### src/rtl/tmr_pkg.sv
package tmr_pkg;

  localparam int BUS_W  = 8;
  localparam int ADDR_W = 2;
  localparam int PS_W   = 2;

  localparam logic [ADDR_W-1:0] ADR_LO   = 2'd0;
  localparam logic [ADDR_W-1:0] ADR_HI   = 2'd1;
  localparam logic [ADDR_W-1:0] ADR_CTRL = 2'd2;
  localparam logic [ADDR_W-1:0] ADR_STAT = 2'd3;

  // control register bit positions
  localparam int CB_RUN  = 0;
  localparam int CB_SRC  = 1;
  localparam int CB_RAW  = 2;
  localparam int CB_PS   = 4;
  localparam int CB_WIDE = 7;

  typedef struct packed {
    logic            wide;
    logic [PS_W-1:0] ps;
    logic            raw;
    logic            src_ext;
    logic            run;
  } ctrl_t;

  function automatic ctrl_t ctrl_unpack(input logic [BUS_W-1:0] b);
    ctrl_t c;
    c.run     = b[CB_RUN];
    c.src_ext = b[CB_SRC];
    c.raw     = b[CB_RAW];
    c.ps      = b[CB_PS +: PS_W];
    c.wide    = b[CB_WIDE];
    return c;
  endfunction

  function automatic logic [BUS_W-1:0] ctrl_pack(input ctrl_t c);
    logic [BUS_W-1:0] b;
    b                 = '0;
    b[CB_RUN]         = c.run;
    b[CB_SRC]         = c.src_ext;
    b[CB_RAW]         = c.raw;
    b[CB_PS +: PS_W]  = c.ps;
    b[CB_WIDE]        = c.wide;
    return b;
  endfunction

endpackage

### src/rtl/tmr_edge_sync.sv
module tmr_edge_sync #(
  parameter int STAGES = 2
) (
  input  logic clk,
  input  logic rst_n,
  input  logic ext_in,
  input  logic bypass,
  output logic edge_pulse
);

  logic [STAGES-1:0] chain_q;
  logic [STAGES:0]   chain_in;
  logic              sync_prev_q;
  logic              raw_prev_q;
  logic              sync_edge;
  logic              raw_edge;

  assign chain_in = {chain_q, ext_in};

  always_ff @(posedge clk or negedge rst_n) begin
    if (!rst_n) begin
      chain_q     <= '0;
      sync_prev_q <= 1'b0;
      raw_prev_q  <= 1'b0;
    end else begin
      chain_q     <= chain_in[STAGES-1:0];
      sync_prev_q <= chain_q[STAGES-1];
      raw_prev_q  <= ext_in;
    end
  end

  assign sync_edge  = chain_q[STAGES-1] & ~sync_prev_q;
  assign raw_edge   = ext_in & ~raw_prev_q;
  assign edge_pulse = bypass ? raw_edge : sync_edge;

  // a synchronized edge is one cycle wide and traces back to the input STAGES edges earlier
  p_sync_single_r4: assert property (@(posedge clk) disable iff (!rst_n)
    sync_edge |=> !sync_edge);
  p_sync_origin_r4: assert property (@(posedge clk) disable iff (!rst_n)
    sync_edge |-> $past(ext_in, STAGES));

endmodule

### src/rtl/tmr_prescaler.sv
module tmr_prescaler #(
  parameter int SEL_W = 2
) (
  input  logic             clk,
  input  logic             rst_n,
  input  logic             in_pulse,
  input  logic [SEL_W-1:0] sel,
  input  logic             clr,
  output logic             out_pulse
);

  localparam int DIV_W = (1 << SEL_W) - 1;

  logic [DIV_W-1:0] div_q;
  logic [DIV_W-1:0] mask;

  function automatic logic [DIV_W-1:0] sel_mask(input logic [SEL_W-1:0] s);
    logic [DIV_W:0] t;
    t = '0;
    t[0] = 1'b1;
    t = t << s;
    t = t - {{DIV_W{1'b0}}, 1'b1};
    return t[DIV_W-1:0];
  endfunction

  assign mask = sel_mask(sel);

  always_ff @(posedge clk or negedge rst_n) begin
    if (!rst_n)        div_q <= '0;
    else if (clr)      div_q <= '0;
    else if (in_pulse) div_q <= div_q + {{(DIV_W-1){1'b0}}, 1'b1};
  end

  assign out_pulse = in_pulse & ~clr & ((div_q & mask) == mask);

  // the prescaler never emits a step without a source event
  p_out_needs_in_r3: assert property (@(posedge clk) disable iff (!rst_n)
    out_pulse |-> in_pulse);
  // a clear empties the group count
  p_clear_empties_r12: assert property (@(posedge clk) disable iff (!rst_n)
    clr |=> div_q == '0);

endmodule

### src/rtl/tmr_counter.sv
module tmr_counter #(
  parameter int W = 16
) (
  input  logic         clk,
  input  logic         rst_n,
  input  logic         inc,
  input  logic         clr,
  input  logic [1:0]   ld_en,
  input  logic [W-1:0] ld_val,
  output logic [W-1:0] count,
  output logic         wrap
);

  localparam int H = W / 2;

  function automatic logic [W-1:0] count_next(input logic [W-1:0] cur, input logic step,
                                             input logic [1:0] ld, input logic [W-1:0] val);
    logic [W-1:0] n;
    n = cur;
    if (ld[0]) n[H-1:0] = val[H-1:0];
    if (ld[1]) n[W-1:H] = val[W-1:H];
    if (ld == 2'b00 && step) n = cur + W'(1);
    return n;
  endfunction

  always_ff @(posedge clk or negedge rst_n) begin
    if (!rst_n)   count <= '0;
    else if (clr) count <= '0;
    else          count <= count_next(count, inc, ld_en, ld_val);
  end

  assign wrap = inc & ~clr & (ld_en == 2'b00) & (&count);

  // the compare event wins over everything and never wraps
  p_clear_wins_r8: assert property (@(posedge clk) disable iff (!rst_n)
    clr |=> count == '0);
  p_no_wrap_on_clear_r8: assert property (@(posedge clk) disable iff (!rst_n)
    clr |-> !wrap);
  // an unopposed step adds exactly one
  p_step_one_r2: assert property (@(posedge clk) disable iff (!rst_n)
    (inc && !clr && ld_en == 2'b00) |=> count == $past(count) + W'(1));

endmodule

### src/rtl/tmr16_unit.sv
module tmr16_unit
  import tmr_pkg::*;
#(
  parameter int INSTR_DIV   = 4,
  parameter int SYNC_STAGES = 2
) (
  input  logic              clk,
  input  logic              rst_n,
  input  logic [ADDR_W-1:0] bus_addr,
  input  logic              bus_wr,
  input  logic              bus_rd,
  input  logic [BUS_W-1:0]  bus_wdata,
  output logic [BUS_W-1:0]  bus_rdata,
  input  logic              ext_tick_in,
  input  logic              cmp_event,
  output logic              ovf_irq
);

  localparam int CNT_W = 2 * BUS_W;
  localparam int DIV_W = (INSTR_DIV > 2) ? $clog2(INSTR_DIV) : 1;
  localparam logic [DIV_W-1:0] DIV_LAST = DIV_W'(INSTR_DIV - 1);

  ctrl_t             ctrl_q;
  logic [BUS_W-1:0]  hi_buf;
  logic              ovf_flag;
  logic [DIV_W-1:0]  cyc_q;
  logic [CNT_W-1:0]  count;
  logic [CNT_W-1:0]  ld_val;
  logic [1:0]        ld_en;

  // named internal events
  logic wr_lo, wr_hi, wr_ctrl, rd_lo, stat_clr;
  logic cnt_write, instr_tick, ext_edge, src_pulse, gated_pulse, step, wrap;

  assign wr_lo    = bus_wr & (bus_addr == ADR_LO);
  assign wr_hi    = bus_wr & (bus_addr == ADR_HI);
  assign wr_ctrl  = bus_wr & (bus_addr == ADR_CTRL);
  assign stat_clr = bus_wr & (bus_addr == ADR_STAT) & bus_wdata[0];
  assign rd_lo    = bus_rd & (bus_addr == ADR_LO);

  // load path: wide mode takes the high half from the holding register
  assign ld_en     = {ctrl_q.wide ? wr_lo : wr_hi, wr_lo};
  assign ld_val    = {ctrl_q.wide ? hi_buf : bus_wdata, bus_wdata};
  assign cnt_write = |ld_en;

  always_ff @(posedge clk or negedge rst_n) begin
    if (!rst_n)       ctrl_q <= '0;
    else if (wr_ctrl) ctrl_q <= ctrl_unpack(bus_wdata);
  end

  always_ff @(posedge clk or negedge rst_n) begin
    if (!rst_n)                     hi_buf <= '0;
    else if (ctrl_q.wide && wr_hi)  hi_buf <= bus_wdata;
    else if (ctrl_q.wide && rd_lo)  hi_buf <= count[CNT_W-1:BUS_W];
  end

  // instruction-cycle divider, phase restarted by any counter write
  always_ff @(posedge clk or negedge rst_n) begin
    if (!rst_n)                cyc_q <= '0;
    else if (cnt_write)        cyc_q <= '0;
    else if (cyc_q == DIV_LAST) cyc_q <= '0;
    else                       cyc_q <= cyc_q + DIV_W'(1);
  end
  assign instr_tick = (cyc_q == DIV_LAST);

  tmr_edge_sync #(.STAGES(SYNC_STAGES)) u_sync (
    .clk        (clk),
    .rst_n      (rst_n),
    .ext_in     (ext_tick_in),
    .bypass     (ctrl_q.raw),
    .edge_pulse (ext_edge)
  );

  assign src_pulse   = ctrl_q.src_ext ? ext_edge : instr_tick;
  assign gated_pulse = src_pulse & ctrl_q.run;

  tmr_prescaler #(.SEL_W(PS_W)) u_pre (
    .clk       (clk),
    .rst_n     (rst_n),
    .in_pulse  (gated_pulse),
    .sel       (ctrl_q.ps),
    .clr       (cnt_write),
    .out_pulse (step)
  );

  tmr_counter #(.W(CNT_W)) u_cnt (
    .clk    (clk),
    .rst_n  (rst_n),
    .inc    (step),
    .clr    (cmp_event),
    .ld_en  (ld_en),
    .ld_val (ld_val),
    .count  (count),
    .wrap   (wrap)
  );

  always_ff @(posedge clk or negedge rst_n) begin
    if (!rst_n)        ovf_flag <= 1'b0;
    else if (wrap)     ovf_flag <= 1'b1;
    else if (stat_clr) ovf_flag <= 1'b0;
  end
  assign ovf_irq = ovf_flag;

  always_comb begin
    unique case (bus_addr)
      ADR_LO:   bus_rdata = count[BUS_W-1:0];
      ADR_HI:   bus_rdata = ctrl_q.wide ? hi_buf : count[CNT_W-1:BUS_W];
      ADR_CTRL: bus_rdata = ctrl_pack(ctrl_q);
      default:  bus_rdata = {{(BUS_W-1){1'b0}}, ovf_flag};
    endcase
  end

  // with run clear and no write or event, the count cannot move
  p_hold_when_off_r6: assert property (@(posedge clk) disable iff (!rst_n)
    (!ctrl_q.run && !cmp_event && ld_en == 2'b00) |=> $stable(count));
  // wrap raises the flag, which then persists without a clearing write
  p_flag_set_r7: assert property (@(posedge clk) disable iff (!rst_n)
    wrap |=> ovf_flag);
  p_flag_sticky_r7: assert property (@(posedge clk) disable iff (!rst_n)
    (ovf_flag && !stat_clr) |=> ovf_flag);
  // a wide low-byte read latches the high half seen in that cycle
  p_buf_capture_r9: assert property (@(posedge clk) disable iff (!rst_n)
    (ctrl_q.wide && rd_lo) |=> hi_buf == $past(count[CNT_W-1:BUS_W]));
  // a wide low-byte write loads holding register and data together
  p_wide_load_r10: assert property (@(posedge clk) disable iff (!rst_n)
    (ctrl_q.wide && wr_lo && !cmp_event) |=> count == {$past(hi_buf), $past(bus_wdata)});

endmodule

### config.mk
export PLATFORM = sky130hd
export DESIGN_NAME = tmr16_unit
export DESIGN_NICKNAME = d
export VERILOG_FILES = /design/src/rtl/tmr_pkg.sv /design/src/rtl/tmr_edge_sync.sv /design/src/rtl/tmr_prescaler.sv /design/src/rtl/tmr_counter.sv /design/src/rtl/tmr16_unit.sv
export SDC_FILE = /design/constraint.sdc
export NUM_CORES = 1
export LEC_CHECK = 0
export ABC_AREA = 1
export BUFFER_PORTS_ARGS = -buffer_cell sky130_fd_sc_hd__buf_4
export CAP_MARGIN = 10
export CORE_UTILIZATION = 34
export CTS_CLUSTER_DIAMETER = 80
export DETAILED_ROUTE_END_ITERATION = 8
export GPL_ROUTABILITY_DRIVEN = 0
export GPL_TIMING_DRIVEN = 0
export PLACE_DENSITY = 0.51
export SYNTH_ARGS = -nofsm -noshare
export SYNTH_HDL_FRONTEND = slang
export SYNTH_SLANG_ARGS = --single-unit
### constraint.sdc
create_clock -name clk -period 2.07 [get_ports clk]
set_input_delay 0.3105 -clock clk [delete_from_list [all_inputs] [get_ports clk]]
set_output_delay 0.3105 -clock clk [all_outputs]
set_load 0.02 [all_outputs]
==> flow_metrics.env, run 1 <==
export IMPL_status="finished, violations left"
export IMPL_violations="negative hold slack"
export IMPL_worstPathRequired_ns=1.76
export IMPL_worstSkewPairLatency_ns=0.30
export IMPL_fp_dieW_microns=88.0
export IMPL_ff_latch_area_sq_um=976
export IMPL_multiInputGateArea_sq_mm=0.00136
export IMPL_yosys_warnings=0
export IMPL_start_util=0.360
export IMPL_synth_simple_area_share=0.346
export IMPL_port_buffers=24
export IMPL_clock_sinks=39
export IMPL_ctsHoldBuffers=0
export IMPL_path_max_fanout=10
export IMPL_wl_per_cell_microns=15.7
export IMPL_cts_made_buffers=5
export IMPL_critPathArrivalTime_ns=1.66
export IMPL_die_h_microns=88.0
export IMPL_grt_pass1_vias=2527
export IMPL_p_leak_nw=1.41
export IMPL_grt_total_usage=0.221
export IMPL_htree_num_levels=2
export IMPL_antenna_found_initial=0
export IMPL_place_area_sq_mm=0.00281
export IMPL_startpoint_type="flop"
export IMPL_overflow=0
export IMPL_vias=2444
export IMPL_syn_to_final_growth_pct=16.7
export IMPL_synth_common_cells="nand2_1 (123), dfrtp_1 (39), o21ai_0 (39)"
export IMPL_rsz0062_at_grt="no"
export IMPL_post_drt_via_cell_ratio=5.00
export IMPL_synthArstFlopShare=1.00
export IMPL_nets=411
export IMPL_synth_edf_count=0
export IMPL_clk_pin_slew_ns=0.09
export IMPL_maxCapViolations=0
export IMPL_cts_tree="built"
export IMPL_clock_skew_ns=0.00750
export IMPL_netlist_instances=359
export IMPL_num_rows=30
export IMPL_dpl_cell_count=479
export IMPL_post_synth_top_count_cell="nand2_1"
export IMPL_synthAdderAreaFrac=0.0149
export IMPL_final_util=0.420
export IMPL_final_area_sq_mm=0.00293
export IMPL_cts_root_buffer="clkbuf_8"
export IMPL_vdd_drop_max_mv=0.316
export IMPL_timing_final_crit_share=0.951
export IMPL_max_freq_mhz=508
export IMPL_finalSetupViolCount=0
export IMPL_hold_path_class="input port to async pin"
export IMPL_synth_compound_area_frac=0.145
export IMPL_hpwl_microns=5930
export IMPL_yosysUniqueCellTypes=33
export IMPL_grt_max_degree=40
export IMPL_clockBufferDepth=2
export IMPL_antennaDiodeCount=0
export IMPL_ys_top_cells_by_area="dfrtp_1 (39%), nand2_1 (18%), o21ai_0 (7.8%), inv_1 (5.2%), nor2_1 (4.2%)"
export IMPL_dr_pass1_iters=4
export IMPL_synth_fp_nets=378
export IMPL_wl_microns=7680
export IMPL_tns_ns=0
export IMPL_grt_pass1_wl_microns=12700
export IMPL_synth_top_family_by_area="simple AND/OR/NAND/NOR gates"
export IMPL_period_minus_slack_ns=1.97
export IMPL_relSlewSlack=0.650
export IMPL_crit_type="flop to output port"
export IMPL_route_detailed_drc=0
export IMPL_end_kind="output port"
export IMPL_fin_hold_ws_ns=-0.0164
export IMPL_tightest_slew_ns=0.525
export IMPL_p_per_area_mw_per_mm2=819
export IMPL_synth_area_per_cell_sq_um=7.00
export IMPL_final_cells=489
export IMPL_synth_seq_cells=39
export IMPL_syn_cell_area_sq_mm=0.00251
export IMPL_synthXorXnorAreaFrac=0.0314
export IMPL_fillers=775
export IMPL_synth_top_area_share=0.388
export IMPL_drive_gt1_frac=0.137
export IMPL_synthMuxAreaShare=0.00448
export IMPL_yosys_area_top_type="dfrtp_1"
export IMPL_core_sq_mm=0.00698
export IMPL_drv_slew=0
export IMPL_ant_nets=0
export IMPL_hold_viol_final=32
export IMPL_ys_seq_area_frac=0.388
export IMPL_dieArea_sq_mm=0.00774
export IMPL_ys_flop_type="dfrtp_1"
export IMPL_io_pins=25
export IMPL_drtIter0Drc=106
## power breakdown
| part | leakage [nW] | switching, mW | total, mW | internal (mW) |
|---|---|---|---|---|
| clock network | 0.0412 | 0.297 | 0.533 | 0.236 |
| logic | 0.874 | 0.509 | 0.815 | 0.306 |
| registers | 0.493 | 0.137 | 1.06 | 0.918 |
## critical path, cell delays in order, from the launching register on
cell	delay, ns
dfrtp_1	0.36
buf_6	0.11
inv_2	0.05
buf_8	0.13
or2_2	0.29
o211ai_1	0.10
o211ai_1	0.13
buf_4	0.18
## cells by family after synthesis
family,count (synthesis)
XOR/XNOR,9
multiplexers,1
buffers and inverters,45
adder cells (fa/ha/maj),3
flip-flops,39
AO/OA/AOI/OAI,66
AND/OR/NAND/NOR,196
## layout by cell type (no fill, tap or decap), types with 2 or more instances in the layout
cell | synthesis | routed
a21oi_1 | 7 | 7
buf_4 | 1 | 27
clkbuf_1 | 6 | 5
clkbuf_8 | 0 | 5
dfrtp_1 | 39 | 39
ha_1 | 3 | 3
inv_1 | 35 | 34
inv_2 | 1 | 2
nand2_1 | 123 | 123
nand2_4 | 3 | 3
nand3_1 | 20 | 20
nand4_1 | 8 | 8
nor2_1 | 28 | 28
nor2_4 | 4 | 4
nor3_1 | 2 | 2
o211ai_1 | 8 | 8
o21ai_0 | 39 | 38
o21ai_1 | 5 | 6
o22ai_1 | 3 | 3
or2_2 | 2 | 2
xor2_1 | 8 | 8
## per-stage QoR
step / setup WS, ns / total power [mW]
finish: 0.101 / 2.40
global route: 0.00199 / 2.58
floorplan: 0.267 / 1.57
CTS: 0.0407 / 2.42
detailed placement: 0.0517 / 1.86
global placement: 0.0577 / 1.85
## repair_timing
action / 4_1_cts / 5_1_grt
pin swaps: 0 / 1
buffers inserted: 2 / 0
endpoints found under the setup margin: 6 / 5
resized for setup: 5 / 5
## state kept, by name, summed over array words and instances, names as in the netlist
signal,cells
ctrl_q,6
cyc_q,2
hi_buf,8
ovf_irq,1
u_cnt.count,16
u_pre.div_q,3
u_sync.chain_q,2
u_sync.sync_prev_q,1
## layer usage
layer	wire (microns)	GRT usage	vias up
li1	-	-	1232
met1	3630	0.290	1146
met2	3520	0.366	53
met3	379	0.0377	13
met4	151	0.0745	0
met5	0	0	-
## final cells by class
cell class | count | area share
repair buffers | 26 | 0.0666
flip-flops and latches | 39 | 0.333
clock inverters | 2 | 0.00427
plain buffers | 9 | 0.0201
well taps | 96 | 0.0410
multi-input cells | 275 | 0.465
inverters | 36 | 0.0461
clock buffers | 6 | 0.0247
## path summary, 6_finish.rpt
path | cells past startpoint | to | slack, ns | start
setup / recovery | 7 | bus_rdata[5] | 0.10 | ctrl_q[5]
hold / removal | 1 | u_sync.sync_prev_q | -0.02 | rst_n
setup reg to reg | 9 | u_cnt.count[15] | 0.27 | cyc_q[0]
hold reg to reg | 0 | u_sync.sync_prev_q | 0.39 | u_sync.chain_q[1]
max in group asynchronous | 1 | u_cnt.count[6] | 1.72 | rst_n
min in group clk | 1 | u_sync.chain_q[0] | 0.12 | ext_tick_in
Note: power is estimated with default switching activity, not from simulation.
==> inputs of run 2 (changes only) <==
--- a/config.mk
+++ b/config.mk
@@ -5,7 +5,6 @@
 export SDC_FILE = /design/constraint.sdc
 export NUM_CORES = 1
 export LEC_CHECK = 0
-export ABC_AREA = 1
 export BUFFER_PORTS_ARGS = -buffer_cell sky130_fd_sc_hd__buf_4
 export CAP_MARGIN = 10
 export CORE_UTILIZATION = 34
==> run 2 against run 1 <==
Compared with the run above:
- the run still ends with negative hold slack left
- total power shrank 5.0%
- sequential power is essentially flat
- combinational power shrank 11%
- cell count shrank 17%
- sequential share of layout area grew 0.34 points
- register-to-register slack lost 0.17 ns
- maximum frequency shrank 2.1%
- clock power shrank 4.1%
- die area shrank 3.4%
- synthesized cell count shrank 23%
- via count shrank 7.0%
- first-iteration DRC count grew 70%
==> flow_metrics.env, run 2 <==
export IMPL_worst_r2r_path_depth=7
export IMPL_wl_per_cell_microns=18.3
export IMPL_ys_top_cells_by_area="dfrtp_1 (40%), nand2_1 (6.3%), a31oi_1 (5.2%), mux2_2 (5.1%), mux2i_1 (4.5%)"
export IMPL_drv_slew=0
export IMPL_violations="negative hold slack"
export IMPL_synth_fp_nets=295
export IMPL_path_max_fanout=5
export IMPL_netlist_instances=276
export IMPL_max_freq_mhz=497
export IMPL_final_cells=405
export IMPL_swShare=0.351
export IMPL_critPathArrivalTime_ns=1.70
export IMPL_num_rows=30
export IMPL_port_buffers=22
export IMPL_ant_nets=0
export IMPL_post_drt_via_cell_ratio=5.61
export IMPL_period_minus_slack_ns=2.01
export IMPL_cts_tree="built"
export IMPL_crit_type="flop to output port"
export IMPL_ys_seq_area_frac=0.402
export IMPL_ys_flop_type="dfrtp_1"
export IMPL_cts_root_buffer="clkbuf_8"
export IMPL_yosys_area_top_type="dfrtp_1"
export IMPL_top_regs="u_cnt.count x16, hi_buf x8, ctrl_q x6"
export IMPL_synth_edf_count=0
export IMPL_final_cell_mix="nand2_1 (41), dfrtp_1 (38), buf_4 (26)"
export IMPL_start_util=0.355
export IMPL_fin_hold_ws_ns=-0.0146
export IMPL_synth_common_cells="nand2_1 (41), dfrtp_1 (39), nor2_1 (24)"
export IMPL_clock_sinks=39
export IMPL_final_area_sq_mm=0.00291
export IMPL_dpl_cell_count=394
export IMPL_r2r_end="u_cnt.count[13]"
export IMPL_htree_num_levels=2
export IMPL_antennaDiodeCount=0
export IMPL_p_per_area_mw_per_mm2=785
export IMPL_finalSetupViolCount=0
export IMPL_worstSkewPairLatency_ns=0.30
export IMPL_dieArea_sq_mm=0.00748
export IMPL_top_register="u_cnt.count"
export IMPL_cts_made_buffers=5
export IMPL_p_seq_frac=0.459
export IMPL_end_kind="output port"
export IMPL_clockBufferDepth=2
export IMPL_worstPathRequired_ns=1.76
export IMPL_die_h_microns=86.5
export IMPL_hold_viol_final=11
export IMPL_overflow=0
export IMPL_yosysUniqueCellTypes=45
export IMPL_yosys_warnings=0
export IMPL_vdd_drop_max_mv=0.322
export IMPL_synth_seq_cells=39
export IMPL_place_area_sq_mm=0.00271
export IMPL_power_frac_comb=0.317
export IMPL_grt_total_usage=0.215
export IMPL_regToRegStartpoint="cyc_q[0]"
export IMPL_p_sw_mw=0.801
export IMPL_grt_pass1_wl_microns=12000
export IMPL_drive_gt1_frac=0.223
export IMPL_vias=2272
export IMPL_post_synth_top_count_cell="nand2_1"
export IMPL_timing_final_crit_share=0.971
export IMPL_p_clk_frac=0.224
export IMPL_tightest_slew_ns=0.700
export IMPL_tns_ns=0
export IMPL_final_common_cell="nand2_1"
export IMPL_dr_pass1_iters=4
export IMPL_status="finished, violations left"
export IMPL_syn_cell_area_sq_mm=0.00243
export IMPL_wl_microns=7430
export IMPL_ctsHoldBuffers=0
export IMPL_fp_dieW_microns=86.5
export IMPL_syn_to_final_growth_pct=19.7
export IMPL_power_internal_mw=1.48
export IMPL_grt_max_degree=40
export IMPL_synth_area_per_cell_sq_um=8.79
export IMPL_synth_top_area_share=0.402
export IMPL_grt_pass1_vias=2160
export IMPL_clk_pin_slew_ns=0.08
export IMPL_relSlewSlack=0.532
export IMPL_final_util=0.425
export IMPL_hold_path_class="input port to async pin"
export IMPL_largest_register_ffs=16
export IMPL_nets=327
export IMPL_r2r_slack_ns=0.10
export IMPL_core_sq_mm=0.00683
export IMPL_drtIter0Drc=180
export IMPL_startpoint_type="flop"
export IMPL_maxCapViolations=0
export IMPL_io_pins=25
export IMPL_route_detailed_drc=0
export IMPL_synthArstFlopShare=1.00
export IMPL_clock_skew_ns=0.0131
export IMPL_antenna_found_initial=0
export IMPL_hpwl_microns=5290
export IMPL_p_leak_nw=1.18
[run 2: cell types whose count changed after synthesis, moves of 5 or more]
cell      change
nand2_1      -82
xor2_1        -5
mux2i_1      +11
o21ai_0      -25
inv_1        -32
a31oi_1      +20
clkbuf_1      +9
nor2b_1       +6
mux2_2       +10
or4_1         +6
o211ai_1      -7
nand2b_1      +5
[run 2: kinds of logic after synthesis]
logic type                 synth area share
and+or+nand+nor                       0.253
AOI/OAI and AO/OA                     0.169
DFF                                   0.402
buffers and inverters                0.0407
muxes                                 0.106
xor gates and xnor gates             0.0144
adders and majority gates            0.0155
[run 2: what timing repair did]
action	4_1_cts	5_1_grt
pin swaps	0	5
resized for setup	8	24
buffers inserted	2	3
endpoints found under the hold margin	0	0
endpoints found under the setup margin	11	20
gates cloned	0	1
[run 2: metal layers]
layer	track usage	up-vias	wire [microns]
met1	0.321	1125	3570
met4	0.0697	0	122
met3	0.0343	10	506
met5	0	-	0
li1	-	1075	-
met2	0.317	62	3220
[run 2: power by group through the flow]
| stage | Sequential [mW] | Combinational (mW) | Clock [mW] |
|---|---|---|---|
| global placement | 1.05 | 0.661 | 0 |
| floorplan | 1.01 | 0.479 | 0 |
| global route | 1.06 | 0.806 | 0.560 |
| finish | 1.05 | 0.724 | 0.511 |
| CTS | 1.04 | 0.685 | 0.537 |
| detailed placement | 1.05 | 0.665 | 0 |
[run 2: how the worst max path moves through the flow]
stage,startpoint,endpoint,slack (ns),cells after the start
after floorplan,bus_addr[0],bus_rdata[3],0.03,5
after global placement,bus_addr[0],bus_rdata[6],-0.17,6
after detailed placement,bus_addr[0],bus_rdata[7],-0.17,6
after CTS,ctrl_q[5],bus_rdata[0],0.03,5
after global routing,cyc_q[0],u_cnt.count[13],-0.02,7
final,ctrl_q[5],bus_rdata[0],0.06,5
[run 2: critical path, cell delays in order, from the launching register on]
cell and delay [ns]:
dfrtp_2 0.44, clkbuf_8 0.16, nand2_1 0.09, o21ai_1 0.09, mux4_2 0.48, buf_6 0.15
[run 2: metrics by stage]
| stage | setup slack [ns] | total power [mW] |
|---|---|---|
| after floorplan | 0.0349 | 1.48 |
| after global routing | -0.0237 | 2.43 |
| final | 0.0599 | 2.28 |
| after detailed placement | -0.171 | 1.72 |
| after CTS | 0.0253 | 2.26 |
| after global placement | -0.167 | 1.71 |
[run 2: area by class of cell]
class,instances,area (sq um)
Fill cell,722,3930
Multi-Input combinational cell,214,1400
Sequential cell,39,977
Timing Repair Buffer,28,219
Tap cell,96,120
Buffer,17,101
Clock buffer,7,76.3
Inverter,3,11.3
Clock inverter,1,5.00
